==> src/rtl/raster_pkg.sv <==
package raster_pkg;

   // Default raster geometry
   localparam int unsigned RST_CYC_PER_LINE = 190;
   localparam int unsigned RST_H_ACTIVE     = 160;
   localparam int unsigned RST_LINES        = 625;
   localparam int unsigned RST_VIS_LINES    = 576;
   localparam int unsigned RST_LINE_REPEAT  = 2;
   localparam int unsigned RST_ROW_SCAN     = 8;
   localparam int unsigned RST_TOP_ROWS     = 5;
   localparam int unsigned RST_TEXT_ROWS    = 24;
   localparam int unsigned RST_BOTTOM_ROWS  = 7;
   localparam int unsigned RST_NMI_CYCLES   = 1;

   // Line-level events handed from the vertical counter to its consumers
   typedef struct packed {
      logic last_vis;   // current line is the final visible line
      logic in_vblank;  // current line lies in vertical blanking
   } vline_evt_t;

endpackage

==> src/rtl/raster_hcount.sv <==
module raster_hcount #(
   parameter int unsigned CYC_PER_LINE = raster_pkg::RST_CYC_PER_LINE,
   parameter int unsigned H_ACTIVE     = raster_pkg::RST_H_ACTIVE
) (
   input  logic                            clk,
   input  logic                            rst,
   output logic [$clog2(CYC_PER_LINE)-1:0] cyc,
   output logic                            hblank,
   output logic                            line_end
);
   localparam int unsigned CW = $clog2(CYC_PER_LINE);

   if (CYC_PER_LINE < 2) begin : g_bad_len
      $error("raster_hcount: CYC_PER_LINE must be at least 2");
   end
   if (H_ACTIVE == 0 || H_ACTIVE >= CYC_PER_LINE) begin : g_bad_act
      $error("raster_hcount: H_ACTIVE must lie inside the line");
   end

   assign line_end = (cyc == CW'(CYC_PER_LINE - 1));
   assign hblank   = (cyc >= CW'(H_ACTIVE));

   always_ff @(posedge clk) begin
      if (rst)           cyc <= '0;
      else if (line_end) cyc <= '0;
      else               cyc <= cyc + CW'(1);
   end
endmodule

==> src/rtl/raster_vcount.sv <==
module raster_vcount
   import raster_pkg::*;
#(
   parameter int unsigned LINES     = raster_pkg::RST_LINES,
   parameter int unsigned VIS_LINES = raster_pkg::RST_VIS_LINES
) (
   input  logic                         clk,
   input  logic                         rst,
   input  logic                         line_end,
   output logic [$clog2(LINES+1)-1:0]   line,
   output vline_evt_t                   evt
);
   localparam int unsigned LW = $clog2(LINES + 1);

   if (VIS_LINES == 0 || VIS_LINES >= LINES) begin : g_bad_vis
      $error("raster_vcount: VIS_LINES must be below LINES");
   end

   logic last_line;
   assign last_line     = (line == LW'(LINES));
   assign evt.last_vis  = (line == LW'(VIS_LINES));
   assign evt.in_vblank = (line >  LW'(VIS_LINES));

   always_ff @(posedge clk) begin
      if (rst) begin
         line <= LW'(1);
      end else if (line_end) begin
         if (last_line) line <= LW'(1);
         else           line <= line + LW'(1);
      end
   end
endmodule

==> src/rtl/raster_nmi.sv <==
module raster_nmi #(
   parameter int unsigned NMI_CYCLES = raster_pkg::RST_NMI_CYCLES
) (
   input  logic clk,
   input  logic rst,
   input  logic fire,
   output logic nmi
);
   if (NMI_CYCLES == 0) begin : g_bad_w
      $error("raster_nmi: NMI_CYCLES must be at least 1");
   end

   if (NMI_CYCLES == 1) begin : g_shot
      // Single-cycle strobe: one flop
      always_ff @(posedge clk) begin
         if (rst) nmi <= 1'b0;
         else     nmi <= fire;
      end
   end else begin : g_hold
      localparam int unsigned NW = $clog2(NMI_CYCLES + 1);
      logic [NW-1:0] left;
      always_ff @(posedge clk) begin
         if (rst)               left <= '0;
         else if (fire)         left <= NW'(NMI_CYCLES);
         else if (left != '0)   left <= left - NW'(1);
      end
      assign nmi = (left != '0);
   end
endmodule

==> src/rtl/raster_textwin.sv <==
module raster_textwin
   import raster_pkg::*;
#(
   parameter int unsigned VIS_LINES   = raster_pkg::RST_VIS_LINES,
   parameter int unsigned LINE_REPEAT = raster_pkg::RST_LINE_REPEAT,
   parameter int unsigned ROW_SCAN    = raster_pkg::RST_ROW_SCAN,
   parameter int unsigned TOP_ROWS    = raster_pkg::RST_TOP_ROWS,
   parameter int unsigned TEXT_ROWS   = raster_pkg::RST_TEXT_ROWS,
   parameter int unsigned BOTTOM_ROWS = raster_pkg::RST_BOTTOM_ROWS
) (
   input  logic                                      clk,
   input  logic                                      rst,
   input  logic                                      line_end,
   input  vline_evt_t                                evt,
   output logic [$clog2(VIS_LINES/LINE_REPEAT)-1:0]  disp_line,
   output logic [$clog2(TEXT_ROWS)-1:0]              text_row,
   output logic [$clog2(ROW_SCAN)-1:0]               text_scan,
   output logic                                      text_active
);
   localparam int unsigned DISP_LINES = VIS_LINES / LINE_REPEAT;
   localparam int unsigned DW         = $clog2(DISP_LINES);
   localparam int unsigned RW         = $clog2(TEXT_ROWS);
   localparam int unsigned SW         = $clog2(ROW_SCAN);
   localparam int unsigned TXT_FIRST  = TOP_ROWS * ROW_SCAN;
   localparam int unsigned TXT_END    = TXT_FIRST + TEXT_ROWS * ROW_SCAN;

   if ((TOP_ROWS + TEXT_ROWS + BOTTOM_ROWS) * ROW_SCAN * LINE_REPEAT != VIS_LINES) begin : g_bad_sum
      $error("raster_textwin: border and text rows do not fill the visible area");
   end
   if (ROW_SCAN < 2 || (1 << SW) != ROW_SCAN) begin : g_bad_scan
      $error("raster_textwin: ROW_SCAN must be a power of two of at least 2");
   end
   if (TEXT_ROWS < 2 || SW + RW > DW) begin : g_bad_rows
      $error("raster_textwin: text row field does not fit the display line");
   end
   if (LINE_REPEAT == 0) begin : g_bad_rep
      $error("raster_textwin: LINE_REPEAT must be at least 1");
   end

   logic restart;
   assign restart = evt.last_vis | evt.in_vblank;

   if (LINE_REPEAT == 1) begin : g_single
      always_ff @(posedge clk) begin
         if (rst)               disp_line <= '0;
         else if (line_end) begin
            if (restart)        disp_line <= '0;
            else                disp_line <= disp_line + DW'(1);
         end
      end
   end else begin : g_repeat
      localparam int unsigned PW = $clog2(LINE_REPEAT);
      logic [PW-1:0] phase;
      always_ff @(posedge clk) begin
         if (rst) begin
            phase     <= '0;
            disp_line <= '0;
         end else if (line_end) begin
            if (restart) begin
               phase     <= '0;
               disp_line <= '0;
            end else if (phase == PW'(LINE_REPEAT - 1)) begin
               phase     <= '0;
               disp_line <= disp_line + DW'(1);
            end else begin
               phase     <= phase + PW'(1);
            end
         end
      end
   end

   logic [DW-1:0] offset;
   assign offset      = disp_line - DW'(TXT_FIRST);
   assign text_active = !evt.in_vblank &&
                        (disp_line >= DW'(TXT_FIRST)) &&
                        (disp_line <  DW'(TXT_END));
   assign text_row    = text_active ? offset[SW +: RW] : '0;
   assign text_scan   = text_active ? offset[SW-1:0]   : '0;
endmodule

==> src/rtl/raster_timing.sv <==
module raster_timing
   import raster_pkg::*;
#(
   parameter int unsigned CYC_PER_LINE = raster_pkg::RST_CYC_PER_LINE,
   parameter int unsigned H_ACTIVE     = raster_pkg::RST_H_ACTIVE,
   parameter int unsigned LINES        = raster_pkg::RST_LINES,
   parameter int unsigned VIS_LINES    = raster_pkg::RST_VIS_LINES,
   parameter int unsigned LINE_REPEAT  = raster_pkg::RST_LINE_REPEAT,
   parameter int unsigned ROW_SCAN     = raster_pkg::RST_ROW_SCAN,
   parameter int unsigned TOP_ROWS     = raster_pkg::RST_TOP_ROWS,
   parameter int unsigned TEXT_ROWS    = raster_pkg::RST_TEXT_ROWS,
   parameter int unsigned BOTTOM_ROWS  = raster_pkg::RST_BOTTOM_ROWS,
   parameter int unsigned NMI_CYCLES   = raster_pkg::RST_NMI_CYCLES
) (
   input  logic                                      clk,
   input  logic                                      rst,
   output logic [$clog2(CYC_PER_LINE)-1:0]           cyc_cnt,
   output logic [$clog2(LINES+1)-1:0]                line_cnt,
   output logic                                      hblank,
   output logic                                      vblank,
   output logic [$clog2(VIS_LINES/LINE_REPEAT)-1:0]  disp_line,
   output logic [$clog2(TEXT_ROWS)-1:0]              text_row,
   output logic [$clog2(ROW_SCAN)-1:0]               text_scan,
   output logic                                      text_active,
   output logic                                      nmi
);
   logic       line_end;
   vline_evt_t evt;
   logic       nmi_fire;

   raster_hcount #(
      .CYC_PER_LINE(CYC_PER_LINE),
      .H_ACTIVE    (H_ACTIVE)
   ) u_h (
      .clk     (clk),
      .rst     (rst),
      .cyc     (cyc_cnt),
      .hblank  (hblank),
      .line_end(line_end)
   );

   raster_vcount #(
      .LINES    (LINES),
      .VIS_LINES(VIS_LINES)
   ) u_v (
      .clk     (clk),
      .rst     (rst),
      .line_end(line_end),
      .line    (line_cnt),
      .evt     (evt)
   );

   assign vblank   = evt.in_vblank;
   assign nmi_fire = line_end & evt.last_vis;

   raster_nmi #(
      .NMI_CYCLES(NMI_CYCLES)
   ) u_nmi (
      .clk (clk),
      .rst (rst),
      .fire(nmi_fire),
      .nmi (nmi)
   );

   raster_textwin #(
      .VIS_LINES  (VIS_LINES),
      .LINE_REPEAT(LINE_REPEAT),
      .ROW_SCAN   (ROW_SCAN),
      .TOP_ROWS   (TOP_ROWS),
      .TEXT_ROWS  (TEXT_ROWS),
      .BOTTOM_ROWS(BOTTOM_ROWS)
   ) u_txt (
      .clk        (clk),
      .rst        (rst),
      .line_end   (line_end),
      .evt        (evt),
      .disp_line  (disp_line),
      .text_row   (text_row),
      .text_scan  (text_scan),
      .text_active(text_active)
   );
endmodule

==> config.mk <==
export PLATFORM = sky130hd
export DESIGN_NAME = raster_timing
export DESIGN_NICKNAME = d
export VERILOG_FILES = /design/src/rtl/raster_pkg.sv /design/src/rtl/raster_hcount.sv /design/src/rtl/raster_vcount.sv /design/src/rtl/raster_nmi.sv /design/src/rtl/raster_textwin.sv /design/src/rtl/raster_timing.sv
export SDC_FILE = /design/constraint.sdc
export NUM_CORES = 1
export LEC_CHECK = 0
export ABC_AREA = 0
export BUFFER_PORTS_ARGS = -buffer_cell sky130_fd_sc_hd__buf_2
export CAP_MARGIN = 20
export CORE_MARGIN = 2
export CORE_UTILIZATION = 47
export CTS_CLUSTER_DIAMETER = 40
export CTS_CLUSTER_SIZE = 14
export DETAILED_ROUTE_END_ITERATION = 8
export HOLD_SLACK_MARGIN = 0.08
export MAX_ROUTING_LAYER = met4
export PLACE_DENSITY = 0.84
export RECOVER_POWER = 25
export SLEW_MARGIN = 20
export SYNTH_ARGS = -nofsm -noshare
export SYNTH_HDL_FRONTEND = slang
export SYNTH_SLANG_ARGS = --single-unit
==> constraint.sdc <==
create_clock -name clk -period 1.9 [get_ports clk]
set_input_delay 0.095 -clock clk [delete_from_list [all_inputs] [get_ports clk]]
set_output_delay 0.095 -clock clk [all_outputs]
set_load 0.05 [all_outputs]
### After elaboration in Yosys (flattened, before gate mapping)

Cells that the tools add are included.

* register bits: 29
* latch bits: 0
* RAM bits: 0
* memory bits (read-only): 0
* input bits: 2
* output and inout bits: 39
* memories: 0

* add/subtract/negate cells: 5
* $mul: 0
* div/mod/pow operators: 0
* order comparisons: 4
* equal/unequal tests: 3
* shift operators: 0
* mux-type cells: 7
* bitwise logic cells: 2
* reductions and logical operators: 6

Operators with widths (count)
* 10-bit == test, second input constant: 2
* 9-bit two-way mux: 2
* 10-bit by 1-bit adder with 10-bit output, second input constant: 1
* 10-bit greater-than comparator, second input constant: 1
* 10-bit two-way mux: 1
* 9-bit by 1-bit adder with 9-bit output, second input constant: 1
* 9-bit by 6-bit >= comparator with 1-bit output, second input constant: 1
* 9-bit by 8-bit less-than comparator with 1-bit output, second input constant: 1
* 8-bit by 1-bit adder with 8-bit output, second input constant: 1
* 8-bit == test, second input constant: 1
* 8-bit >= comparator, second input constant: 1
* 8-bit by 6-bit subtractor with 8-bit output, second input constant: 1
* 5-bit two-way mux: 1
* 3-bit two-way mux: 1
* 1-bit logical AND: 2
* 1-bit two-way mux: 2
* 2-bit AND reduction: 1
* 2-bit nonzero test: 1
* 2-bit OR reduction: 1
* 1-bit adder, second input constant: 1
* 1-bit bitwise AND: 1
* 1-bit logical NOT: 1
* 1-bit bitwise OR: 1

### Depth between registers and ports, before layout

* depth after elaboration: 5
* gate-level depth with buffers: 8
* depth with buffers taken out: 6

### Hierarchy

From an unflattened synthesis, not the netlist that was laid out.

* cells, all modules: 191
* area total of the unflattened synthesis: 1607.8 µm²

By module, submodules not included
* raster_textwin: times used 1, cells an instance 81, area each 611.8 µm²
* raster_vcount: times used 1, cells an instance 61, area each 556.8 µm²
* raster_hcount: times used 1, cells an instance 46, area each 399.1 µm²
* raster_nmi: times used 1, cells an instance 2, area each 33.8 µm²
* raster_timing: times used 1, cells an instance 1, area each 6.3 µm²

### Least setup slack after synthesis

OpenSTA, ideal clock, no wires.

* path type: register to output
* start point: register u_v.line[6]
* end point: output port text_row[2]
* arrival time: 2.896 ns
* data required time: 1.805 ns
* slack: -1.091 ns
* stages on the path, launching flop included: 6
* path buffers: 1
* path through: dfxtp_1 and4bb_1 a41oi_1 a211o_1 clkbuf_1 nor2_1

* cells in the longest elaborated chain, start to end: 5

RTL lines
* from (decl): RTL line raster_vcount.sv:10 `output logic [$clog2(LINES+1)-1:0] line,`
* from (signal assigned): RTL line raster_vcount.sv:29 `else line <= line + LW'(1);`
* 10-bit greater-than comparator: RTL line raster_vcount.sv:22 `assign evt.in_vblank = (line > LW'(VIS_LINES));`
* named net vblank: RTL line raster_timing.sv:20 `output logic vblank,`
* 1-bit logical NOT: RTL line raster_textwin.sv:74 `assign text_active = !evt.in_vblank &&`
* 1-bit logical AND: RTL line raster_textwin.sv:74
* 1-bit logical AND: RTL line raster_textwin.sv:75 `(disp_line >= DW'(TXT_FIRST)) &&`
* 5-bit two-way mux: RTL line raster_textwin.sv:77 `assign text_row = text_active ? offset[SW +: RW] : '0;`
* to (decl): RTL line raster_timing.sv:22 `output logic [$clog2(TEXT_ROWS)-1:0] text_row,`

The timed path passes the listed nets, and every way through them passes these cells.

### Final worst setup path

* start point: register u_v.line[2]
* end point: output port text_row[0]

* cells in the longest elaborated chain, start to end: 5

RTL lines (RTL line)
* 10-bit greater-than comparator: raster_vcount.sv:22
* 1-bit logical NOT: raster_textwin.sv:74
* 1-bit logical AND: raster_textwin.sv:74
* 1-bit logical AND: raster_textwin.sv:75
* 5-bit two-way mux: raster_textwin.sv:77

Every way passes these cells.

==> flow_summary.ini <==
[run_status]
status = complete, but fails checks
violations = setup timing

[power_and_ir_drop]
power_leakage_nw = 0.900
power_density_nw_per_um2 = 460
total_power_mw = 1.04
peakVddDrop_v = 0.000404

[grt]
grt_overflow = 0
grt_pass1_wl_um = 7110
grt_pass1_vias = 1586
antenna_found_initial = 0
grt_max_degree = 23
grt_use_total_pct = 22.5

[floorplanning]
io_pins = 41
row_count = 21
fp.dieH_um = 63.3
die_w_um = 63.3
core_um2 = 3360
die-area_um2 = 4010
start_util_pct = 49.1

[timing]
worstMarginPinSlew_ns = 0.595
rsz0062_at_grt = true
slew_viol_final = 0
relSlewSlack_pct = 60.5
fmax_mhz = 495
clock_skew_ns = 0.0138
period_share_pct = 106
tns_ns = -0.803
hold_viol = 0
setup_violations = 9
setup_slack_ns = -0.121
period_minus_slack_ns = 2.02

[synthesis]
synth_area_um2 = 1650
syn_avg_cell_area_um2 = 8.26
postSynth.asyncResetShare_pct = 0
netlist_instances = 200
ys_ff_latch = 29
synth_edf_count = 0
syn-num-nets = 213
yosysUniqueCellTypes = 42
synth.yosys.seq_area_share_pct = 35.1
synth_top_flop_cell = dfxtp_1
yosys_warnings = 0

[layout]
fin_area_um2 = 2260
nNetsFinal = 266
fill_cells = 315
layout_common_cells = buf_2 (29), nor2_1 (16), nand3_1 (15), dfxtp_2 (15), a21oi_1 (14)
utilization_pct = 67.2
diodes = 0
drive_gt1_share_pct = 40.2
area_growth_pct = 36.8
layout_commonest_cell = buf_2

[routing]
via_per_inst = 5.57
avgRoutedWirePerCell_um = 13.7
ant_nets = 0
drtIter0Drc = 67
wirelength_um = 4100
dr.pass1.iters = 4
remaining_drc_errors = 0
vias = 1670

[hold_path]
hold_end = u_txt.g_repeat.phase$_SDFFE_PP0P_
min_path_type = in2reg
whs_path_depth = 2
min_from = rst

[place]
io_buffers = 40
dp_slack_ns = 0.124
gp_congestion = 0.851
dp_hpwl_um = 2790
place_area_um2 = 2090

[setup_path]
r2r_start = u_h.cyc[1]$_SDFF_PP0_
cp.required_ns = 1.80
cp.arrival_ns = 1.93
startpoint_type = register
setup.worst_path.class = reg2out
crit_fanout = 9
reg2reg_to = u_v.line[5]$_SDFFE_PP0P_
reg2regPathDepth = 7
worst-r2r-setup-slack_ns = 0.15
crit_path_end_kind = output port

[clocking]
cts_buffers = 5
clk_pin_slew_worst_paths_ns = 0.10
clk_latency_ns = 0.34
cts_root_buf = clkbuf_4
ctsLongestPathBuffers = 2
cts_htree_levels = 2
hold_buffers = 0
tritoncts = built
clkSinkCount = 29

[flow_run]
drv_cap = 0
worst max-delay path: stages (launching register included):
cell	delay (ns)
dfxtp_4	0.38
and4bb_2	0.36
a41oi_4	0.12
a211o_1	0.29
buf_12	0.17
nor2_4	0.12
buf_8	0.15
timing repair:
| action | in CTS | in global routing |
|---|---|---|
| pin swaps | 2 | 2 |
| cloned | 0 | 0 |
| endpoints found under the setup margin | 9 | 9 |
| setup buffers | 4 | 1 |
| gates resized for setup | 26 | 2 |
| endpoints found under the hold margin | 0 | 0 |
through the flow:
stage | std cells | hold WS, ns
floorplan | 200 | 0.160
global placement | 287 | 0.466
detailed placement | 287 | 0.470
CTS | 299 | 0.150
global route | 300 | 0.173
finish | 300 | 0.155
area by class of cell:
| type | instances | area [um^2] | area share [%] |
|---|---|---|---|
| tap | 46 | 57.6 | 2.55 |
| clock buffer | 5 | 37.5 | 1.66 |
| sequential | 29 | 626 | 27.7 |
| clock inverter | 3 | 16.3 | 0.719 |
| timing repair buffer | 54 | 383 | 16.9 |
| inverter | 11 | 41.3 | 1.83 |
| multi-input combinational | 152 | 1100 | 48.6 |
power breakdown:
part           switching [mW]  leakage (nW)  internal (mW)  total [mW]
clock network           0.233        0.0353          0.140       0.373
logic                  0.0390         0.618         0.0140      0.0529
registers              0.0101         0.246          0.605       0.615
total                   0.282         0.900          0.759        1.04
registers in the layout (all words and copies together) (netlist names):
register / cells
u_txt.g_repeat.phase: 1
u_h.cyc: 8
u_txt.disp_line: 9
u_nmi.nmi: 1
u_v.line: 10
synth_stat cells, types with 4 or more instances:
| cell type | count | area, um^2 |
|---|---|---|
| a21oi_1 | 14 | 70.1 |
| and4_1 | 4 | 35.0 |
| clkbuf_1 | 7 | 26.3 |
| dfxtp_1 | 29 | 581 |
| ha_1 | 11 | 138 |
| inv_1 | 10 | 37.5 |
| nand2_1 | 13 | 48.8 |
| nand3_1 | 15 | 75.1 |
| nand4_1 | 4 | 25.0 |
| nor2_1 | 24 | 90.1 |
| nor3_1 | 8 | 40.0 |
| o21ai_1 | 6 | 30.0 |
| xnor2_1 | 8 | 70.1 |
| xor2_1 | 5 | 43.8 |
how the worst max path moves through the flow:
stage	start	to	slack, ns	cells past startpoint
6_report	u_v.line[2]$_SDFFE_PP0P_	text_row[0]	-0.12	6
3_3_place_gp	u_txt.disp_line[3]$_SDFFE_PP0P_	text_row[0]	0.16	8
3_5_place_dp	u_txt.disp_line[3]$_SDFFE_PP0P_	text_row[0]	0.12	8
2_1_floorplan	u_v.line[2]$_SDFFE_PP0P_	text_row[0]	-0.009	5
4_1_cts	u_v.line[3]$_SDFFE_PP0P_	text_row[0]	-0.1	6
5_1_grt	u_v.line[2]$_SDFFE_PP0P_	text_row[0]	-0.18	6
layer usage:
metal / part of all wire, % / global-route usage, % / up-vias / wire length, um
li1: - / - / 825 / -
met1: 45 / 27.4 / 797 / 1840
met2: 49 / 36.6 / 38 / 2000
met3: 3.9 / 5.54 / 10 / 159
met4: 2.3 / 7.61 / 0 / 93
met5: 0 / - / - / 0
cell families after synthesis:
kind of cell    share of synthesized area, %
compound gates                          15.8
buf+inv                                 4.32
simple gates                            28.9
flops                                   35.1
mux                                    0.606
fa+ha+maj                               8.33
xor+xnor                                6.89
No activity file was read; power rests on OpenSTA's default activity.
